`config.mk`:
```
export PLATFORM = sky130hd
export DESIGN_NAME = gpio_irq_grouper
export DESIGN_NICKNAME = d
export VERILOG_FILES = /design/src/rtl/gig_pkg.sv /design/src/rtl/gig_sync.sv /design/src/rtl/gig_group.sv /design/src/rtl/gpio_irq_grouper.sv
export SDC_FILE = /design/constraint.sdc
export NUM_CORES = 1
export LEC_CHECK = 0
export ABC_AREA = 0
export BUFFER_PORTS_ARGS = -buffer_cell sky130_fd_sc_hd__clkbuf_2
export CAP_MARGIN = 20
export CORE_MARGIN = 1.5
export CORE_UTILIZATION = 60
export CTS_BUF_LIST = sky130_fd_sc_hd__clkbuf_4 sky130_fd_sc_hd__clkbuf_8 sky130_fd_sc_hd__clkbuf_16
export DETAILED_ROUTE_END_ITERATION = 8
export HOLD_SLACK_MARGIN = 0.15
export PLACE_DENSITY_LB_ADDON = 0.08
export SYNTH_ARGS = -nofsm -noshare
export SYNTH_HDL_FRONTEND = slang
export SYNTH_SLANG_ARGS = --single-unit
```
`constraint.sdc`:
```
create_clock -name clk -period 3.73 [get_ports clk]
set_clock_uncertainty 0.05 [all_clocks]
set_input_delay 0.373 -clock clk [delete_from_list [all_inputs] [get_ports clk]]
set_output_delay 0.373 -clock clk [all_outputs]
set_load 0.05 [all_outputs]
```
`src/rtl/gig_pkg.sv`:
```
package gig_pkg;
   localparam int GROUPS = 8;
   localparam int PORTS  = 4;
   localparam int LANE_W = 32;
   localparam int CODE_W = 3;
   localparam int SEL_W  = 4;

   typedef enum logic [CODE_W-1:0] {
      TRIG_NONE = 3'd0,
      TRIG_HIGH = 3'd1,
      TRIG_LOW  = 3'd2,
      TRIG_ON   = 3'd3,
      TRIG_RSV  = 3'd4,
      TRIG_RISE = 3'd5,
      TRIG_FALL = 3'd6,
      TRIG_BOTH = 3'd7
   } trig_e;
endpackage

```
`src/rtl/gig_sync.sv`:
```
module gig_sync #(
   parameter int W      = 8,
   parameter int STAGES = 2
) (
   input  logic         clk,
   input  logic         rst_n,
   input  logic [W-1:0] d,
   output logic [W-1:0] q
);
   if (STAGES < 2) begin : g_bad_stages
      $error("gig_sync: STAGES must be at least 2");
   end

   logic [W-1:0] stage_q [STAGES];

   always_ff @(posedge clk or negedge rst_n) begin
      if (!rst_n) begin
         for (int i = 0; i < STAGES; i++) stage_q[i] <= '0;
      end else begin
         stage_q[0] <= d;
         for (int i = 1; i < STAGES; i++) stage_q[i] <= stage_q[i-1];
      end
   end

   assign q = stage_q[STAGES-1];
endmodule

```
`src/rtl/gig_group.sv`:
```
module gig_group
   import gig_pkg::*;
#(
   parameter int G = 0
) (
   input  logic                          clk,
   input  logic                          rst_n,
   input  logic [PORTS-1:0][LANE_W-1:0]  lanes,
   input  logic [SEL_W-1:0]              sel,
   input  logic [CODE_W-1:0]             mode,
   input  logic                          ack,
   output logic                          raw,
   output logic                          stat,
   output logic                          set
);
   if (G < 0 || G >= GROUPS) begin : g_bad_group
      $error("gig_group: group index out of range");
   end

   localparam logic [2:0] G_BITS = 3'(G);

   trig_e code;
   logic  pin, prev_q, edge_q, rise, fall;

   assign code = trig_e'(mode);
   assign pin  = lanes[sel[3:2]][{sel[1:0], G_BITS}];
   assign rise = pin & ~prev_q;
   assign fall = ~pin & prev_q;

   always_comb begin
      case (code)
         TRIG_RISE: set = rise;
         TRIG_FALL: set = fall;
         TRIG_BOTH: set = rise | fall;
         default:   set = 1'b0;
      endcase
   end

   always_ff @(posedge clk or negedge rst_n) begin
      if (!rst_n) begin
         prev_q <= 1'b0;
         edge_q <= 1'b0;
      end else begin
         prev_q <= pin;
         edge_q <= (edge_q & ~ack) | set;
      end
   end

   always_comb begin
      case (code)
         TRIG_HIGH:                     raw = pin;
         TRIG_LOW:                      raw = ~pin;
         TRIG_ON:                       raw = 1'b1;
         TRIG_RISE, TRIG_FALL, TRIG_BOTH: raw = edge_q;
         default:                       raw = 1'b0;
      endcase
   end

   assign stat = edge_q;
endmodule

```
`src/rtl/gpio_irq_grouper.sv`:
```
module gpio_irq_grouper
   import gig_pkg::*;
#(
   parameter int ADDR_W      = 8,
   parameter int PA_W        = 32,
   parameter int PB_W        = 32,
   parameter int PC_W        = 16,
   parameter int PD_W        = 32,
   parameter int SYNC_STAGES = 2,
   parameter int OFF_PA      = 0,
   parameter int OFF_PB      = 44,
   parameter int OFF_PC      = 88,
   parameter int OFF_PD      = 116,
   parameter int OFF_TRIG    = 120,
   parameter int OFF_PSEL    = 124,
   parameter int OFF_MASK    = 128,
   parameter int OFF_ACK     = 132,
   parameter int OFF_MSTAT   = 140
) (
   input  logic              clk,
   input  logic              rst_n,
   input  logic              bus_sel,
   input  logic              bus_wr,
   input  logic [ADDR_W-1:0] bus_addr,
   input  logic [31:0]       bus_wdata,
   output logic [31:0]       bus_rdata,
   input  logic [PA_W-1:0]   port_a,
   input  logic [PB_W-1:0]   port_b,
   input  logic [PC_W-1:0]   port_c,
   input  logic [PD_W-1:0]   port_d,
   output logic              irq
);
   localparam int TRIG_W    = GROUPS * CODE_W;
   localparam int PSEL_W    = GROUPS * SEL_W;
   localparam int PIN_TOTAL = PA_W + PB_W + PC_W + PD_W;
   localparam int B_LO      = PA_W;
   localparam int C_LO      = PA_W + PB_W;
   localparam int D_LO      = PA_W + PB_W + PC_W;
   localparam int ADDR_SPAN = 1 << ADDR_W;

   if (PA_W < 1 || PA_W > LANE_W || PB_W < 1 || PB_W > LANE_W ||
       PC_W < 1 || PC_W > LANE_W || PD_W < 1 || PD_W > LANE_W) begin : g_bad_width
      $error("gpio_irq_grouper: port widths must be 1..32");
   end
   if (OFF_MSTAT >= ADDR_SPAN || OFF_ACK >= ADDR_SPAN || OFF_MASK >= ADDR_SPAN ||
       OFF_PSEL >= ADDR_SPAN || OFF_TRIG >= ADDR_SPAN || OFF_PD >= ADDR_SPAN) begin : g_bad_map
      $error("gpio_irq_grouper: register offset does not fit ADDR_W");
   end

   // ---- pin synchronizer and lane padding
   logic [PIN_TOTAL-1:0]            pins_s;
   logic [PORTS-1:0][LANE_W-1:0]    lanes;

   gig_sync #(.W(PIN_TOTAL), .STAGES(SYNC_STAGES)) u_sync (
      .clk   (clk),
      .rst_n (rst_n),
      .d     ({port_d, port_c, port_b, port_a}),
      .q     (pins_s)
   );

   always_comb begin
      lanes = '0;
      lanes[0][PA_W-1:0] = pins_s[PA_W-1:0];
      lanes[1][PB_W-1:0] = pins_s[B_LO +: PB_W];
      lanes[2][PC_W-1:0] = pins_s[C_LO +: PC_W];
      lanes[3][PD_W-1:0] = pins_s[D_LO +: PD_W];
   end

   // ---- address decode
   logic wr_en;
   logic hit_pa, hit_pb, hit_pc, hit_pd, hit_trig, hit_psel, hit_mask, hit_ack, hit_mstat;

   assign wr_en     = bus_sel & bus_wr;
   assign hit_pa    = (bus_addr == ADDR_W'(OFF_PA));
   assign hit_pb    = (bus_addr == ADDR_W'(OFF_PB));
   assign hit_pc    = (bus_addr == ADDR_W'(OFF_PC));
   assign hit_pd    = (bus_addr == ADDR_W'(OFF_PD));
   assign hit_trig  = (bus_addr == ADDR_W'(OFF_TRIG));
   assign hit_psel  = (bus_addr == ADDR_W'(OFF_PSEL));
   assign hit_mask  = (bus_addr == ADDR_W'(OFF_MASK));
   assign hit_ack   = (bus_addr == ADDR_W'(OFF_ACK));
   assign hit_mstat = (bus_addr == ADDR_W'(OFF_MSTAT));

   // ---- configuration registers
   logic [TRIG_W-1:0] trig_q;
   logic [PSEL_W-1:0] psel_q;
   logic [GROUPS-1:0] mask_q;
   logic [GROUPS-1:0] ack_v;

   always_ff @(posedge clk or negedge rst_n) begin
      if (!rst_n) begin
         trig_q <= '0;
         psel_q <= '0;
         mask_q <= '0;
      end else if (wr_en) begin
         if (hit_trig) trig_q <= bus_wdata[TRIG_W-1:0];
         if (hit_psel) psel_q <= bus_wdata[PSEL_W-1:0];
         if (hit_mask) mask_q <= bus_wdata[GROUPS-1:0];
      end
   end

   assign ack_v = (wr_en && hit_ack) ? bus_wdata[GROUPS-1:0] : '0;

   // ---- interrupt groups
   logic [GROUPS-1:0] raw_v, stat_q, set_v, masked_v;

   for (genvar g = 0; g < GROUPS; g++) begin : g_grp
      gig_group #(.G(g)) u_grp (
         .clk   (clk),
         .rst_n (rst_n),
         .lanes (lanes),
         .sel   (psel_q[SEL_W*g +: SEL_W]),
         .mode  (trig_q[CODE_W*g +: CODE_W]),
         .ack   (ack_v[g]),
         .raw   (raw_v[g]),
         .stat  (stat_q[g]),
         .set   (set_v[g])
      );
   end

   assign masked_v = raw_v & mask_q;

   always_ff @(posedge clk or negedge rst_n) begin
      if (!rst_n) irq <= 1'b0;
      else        irq <= |masked_v;
   end

   // ---- read mux
   always_comb begin
      bus_rdata = '0;
      if (bus_sel) begin
         if (hit_pa)    bus_rdata = lanes[0];
         if (hit_pb)    bus_rdata = lanes[1];
         if (hit_pc)    bus_rdata = lanes[2];
         if (hit_pd)    bus_rdata = lanes[3];
         if (hit_trig)  bus_rdata = 32'(trig_q);
         if (hit_psel)  bus_rdata = 32'(psel_q);
         if (hit_mask)  bus_rdata = 32'(mask_q);
         if (hit_mstat) bus_rdata = 32'(masked_v);
      end
   end
endmodule

```
==> reports/results.txt <==
Critical-path maximum fanout: 6
TritonCTS clock tree: built
1st-iter DRT viols: 949
Vias per inst: 6.08
Main synth FF type: dfrtp_1
Kind of critical path: reg -> out
Fin crit share: 96.9%
Dpl ws: 0.580 ns
Number of CTS-inserted buffers: 30
Peak VDD IR: 464 uV
Register bit total from synthesis: 305
Required time worst endpoint: 3.31 ns
Clock sinks: 305
Root Buffer: clkbuf_16
Residual DRC: 0
Slowest-stage cell, CP: mux4_2
Final min period: 3.61 ns
Avg Inst Size Synth: 13.9 sq um
Final WS setup: 0.117 ns
Port Buf Inserts: 188
Hold Path Stages: 0
Per-cell routed wire length: 24.0 um
Die span in y: 143 um
Antenna violations before repair: 2
WP data arrival: 3.19 ns
Final setup fails: 0
Total routed wirelength: 35.2 mm
DIE AREA: 20300 sq um
Post-synth ARST share: 100%
Final hold violations: 0
Share of cells above drive strength 1: 29.4%
Core Rows: 50
Startpoint types: flop
Ports: 189
Postcts setup bufs: 0
Worst Hold Path EP: u_sync.q[33]
Sequential element share of the synthesized area: 65.2%
P_leak: 7.01 nW
Overall Global Routing Usage: 35.6%
Total gr overflow: 0
FILL cells: 1021
Max clock buf depth: 3
Post-synth EDFFs: 0
Post-Synthesis Cell Area: 11700 sq um
R2r endpoint: g_grp[1].u_grp.stat
Mapped Cells: 840
Hold Path Class: reg -> reg
Clock Latency Late Sink: 0.57 ns
Starting Density: 61.9%
Top cells by area, synth: dfrtp_1 65%, mux2_2 6.6%, mux2i_1 3.4%
Max-Cap Viols: 0
Core ar.: 18900 sq um
CP Cell Sequence: mux4_2 > mux2i_1 > mux2_2 > nor3_1 > a311o_1 > o22ai_1 > and2_1 > clkbuf_2
Vias in the first global route: 9322
Worst reg2reg path depth: 9
Top cell type's share of synthesized area: 65.2%
Post-synth top cells: 305 x dfrtp_1, 71 x nand2_1, 69 x mux2_2, 40 x mux2i_1, 38 x o21ai_0
Vias post-DR: 8921
Crit path max-delay family: multiplexers
Chip width: 143 um
CP Capture Type: output pin
Yosys cell types: 54
Final-stage net count: 1360
Slew margin rel.: 44.3%
Ys Warns: 0
Slowest stage delay, CP: 0.57 ns
Status: completed
Clk pin slew, worst setup/hold paths: 0.06 ns
Unrepaired setup endpoints after global routing: no
Setup TNS: 0 ns
R2R setup slack: 0.96 ns
Gp weighted congestion: 0.960
Max-slew violation count: 0
DR pass1 iterations: 8
Syn Nets: 1012
First-pass GRT wire length: 53.4 mm
Antenna-violating nets left: 0
Area delta synth->final: 32.8%
Least-Margin Pin Slew: 0.836 ns
H-tree depth: 1
Fmax: 277 MHz
Critical R2R Launch: psel_q[6]
Cell taking the most area after synthesis: dfrtp_1
Buf+Inv Stages, Crit Path: 1
Largest net degree at the start of global routing: 114
Final HPWL from detailed placement: 21.2 mm
Most frequent cell after synthesis: dfrtp_1
Hold_sp: u_sync.stage_q[145]
PD cells: 463 nW/um^2
==> layout make-up <==
cell class / count / area, sq um / share of cell area [%]
inverter: 28 / 105 / 0.676
sequential: 305 / 7630 / 49.1
clock inverter: 9 / 170 / 1.10
antenna: 2 / 5.00 / 0.0322
timing repair buffer: 353 / 2670 / 17.2
clock buffer: 40 / 838 / 5.40
tap: 260 / 325 / 2.09
multi-input combinational: 470 / 3800 / 24.4
==> sequential cells by signal (all words and copies together) (netlist names) <==
name,cells
g_grp.u_grp.prev_q,8
g_grp.u_grp.stat,8
irq,1
mask_q,8
psel_q,32
trig_q,24
u_sync.q,112
u_sync.stage_q,112
==> logic make-up after synthesis <==
logic type,count (synthesis),synth area share [%]
compound gates,186,11.2
simple gates,139,5.50
buf+inv,65,2.44
mux,129,13.9
flops,305,65.2
fa+ha+maj,16,1.71
==> worst max path at each step <==
stage	startpoint	endpoint	slack (ns)	cells after the start
5_1_grt	psel_q[10]	bus_rdata[2]	0.006	8
3_5_place_dp	bus_addr[1]	bus_rdata[1]	0.58	9
4_1_cts	psel_q[10]	bus_rdata[2]	0.13	8
6_report	psel_q[10]	bus_rdata[2]	0.12	8
2_1_floorplan	bus_addr[2]	bus_rdata[20]	0.44	7
3_3_place_gp	bus_addr[1]	bus_rdata[7]	0.57	9
==> where the power goes <==
| group | total [W] | switching (W) | internal (W) |
|---|---|---|---|
| Clock | 0.00309 | 0.00125 | 0.00185 |
| Combinational | 0.000516 | 0.000252 | 0.000265 |
| Sequential | 0.00358 | 0.000117 | 0.00347 |
| Total | 0.00719 | 0.00162 | 0.00558 |
==> stage by stage <==
step / std cells / hold WS (ns) / total power [W] / cell area, sq um / util, %
6_report: 1467 / 0.297 / 0.00719 / 15500 / 82.2
5_1_grt: 1465 / 0.303 / 0.00742 / 15500 / 82.2
4_1_cts: 1465 / 0.295 / 0.00718 / 15500 / 82.2
3_5_place_dp: 1271 / 0.285 / 0.00401 / 13100 / 69.2
3_3_place_gp: 1271 / 0.282 / 0.00399 / 13100 / 69.2
2_1_floorplan: 840 / 0.0274 / 0.00375 / 11700 / -
==> worst register-to-register path: stages, from the launching register on <==
cell      delay [ns]
dfrtp_1         0.54
mux4_2          0.61
mux2i_1         0.36
mux2_2          0.26
inv_1           0.06
ha_1            0.27
nand2_1         0.05
o211ai_1        0.10
o21ai_0         0.12
a22o_1          0.24
==> layout by cell type (no fill, tap or decap), types with 4 or more instances in the layout <==
cell	synthesis	routed
a2111oi_0	4	4
clkbuf_2	1	182
nor3_1	5	4
ha_1	16	16
buf_4	6	17
o21a_1	7	7
nor2b_1	7	7
dlygate4sd3_1	0	145
o21ai_0	38	38
o22ai_1	11	11
o21ai_1	5	5
and3_1	4	4
a222oi_1	10	10
nor2_1	27	26
a22oi_1	6	6
nand2_1	71	71
clkbuf_16	0	30
mux4_2	17	17
clkinv_2	0	4
mux2_2	69	69
buf_12	0	8
bufinv_16	0	4
o221ai_1	11	11
mux2i_1	40	40
inv_1	28	28
o211ai_1	9	9
a21oi_1	35	35
dfrtp_1	305	305
a221oi_1	26	26
a311o_1	4	4
clkbuf_4	0	8
a22o_1	6	6
nand3_1	4	4
==> what timing repair did <==
item,in CTS,in global routing
hold buffers,145,0
resized for setup,0,0
endpoints found under the hold margin,293,0
==> per-layer routing <==
layer / wire length [um] / vias up / part of all wire, % / global-route usage, %
li1: - / 3783 / - / -
met1: 13800 / 4453 / 39 / 48.3
met2: 16900 / 561 / 48 / 58.0
met3: 2930 / 122 / 8.3 / 6.64
met4: 1470 / 2 / 4.2 / 13.8
met5: 10 / - / 0.028 / 0
Power figures use the tool's default switching activity.
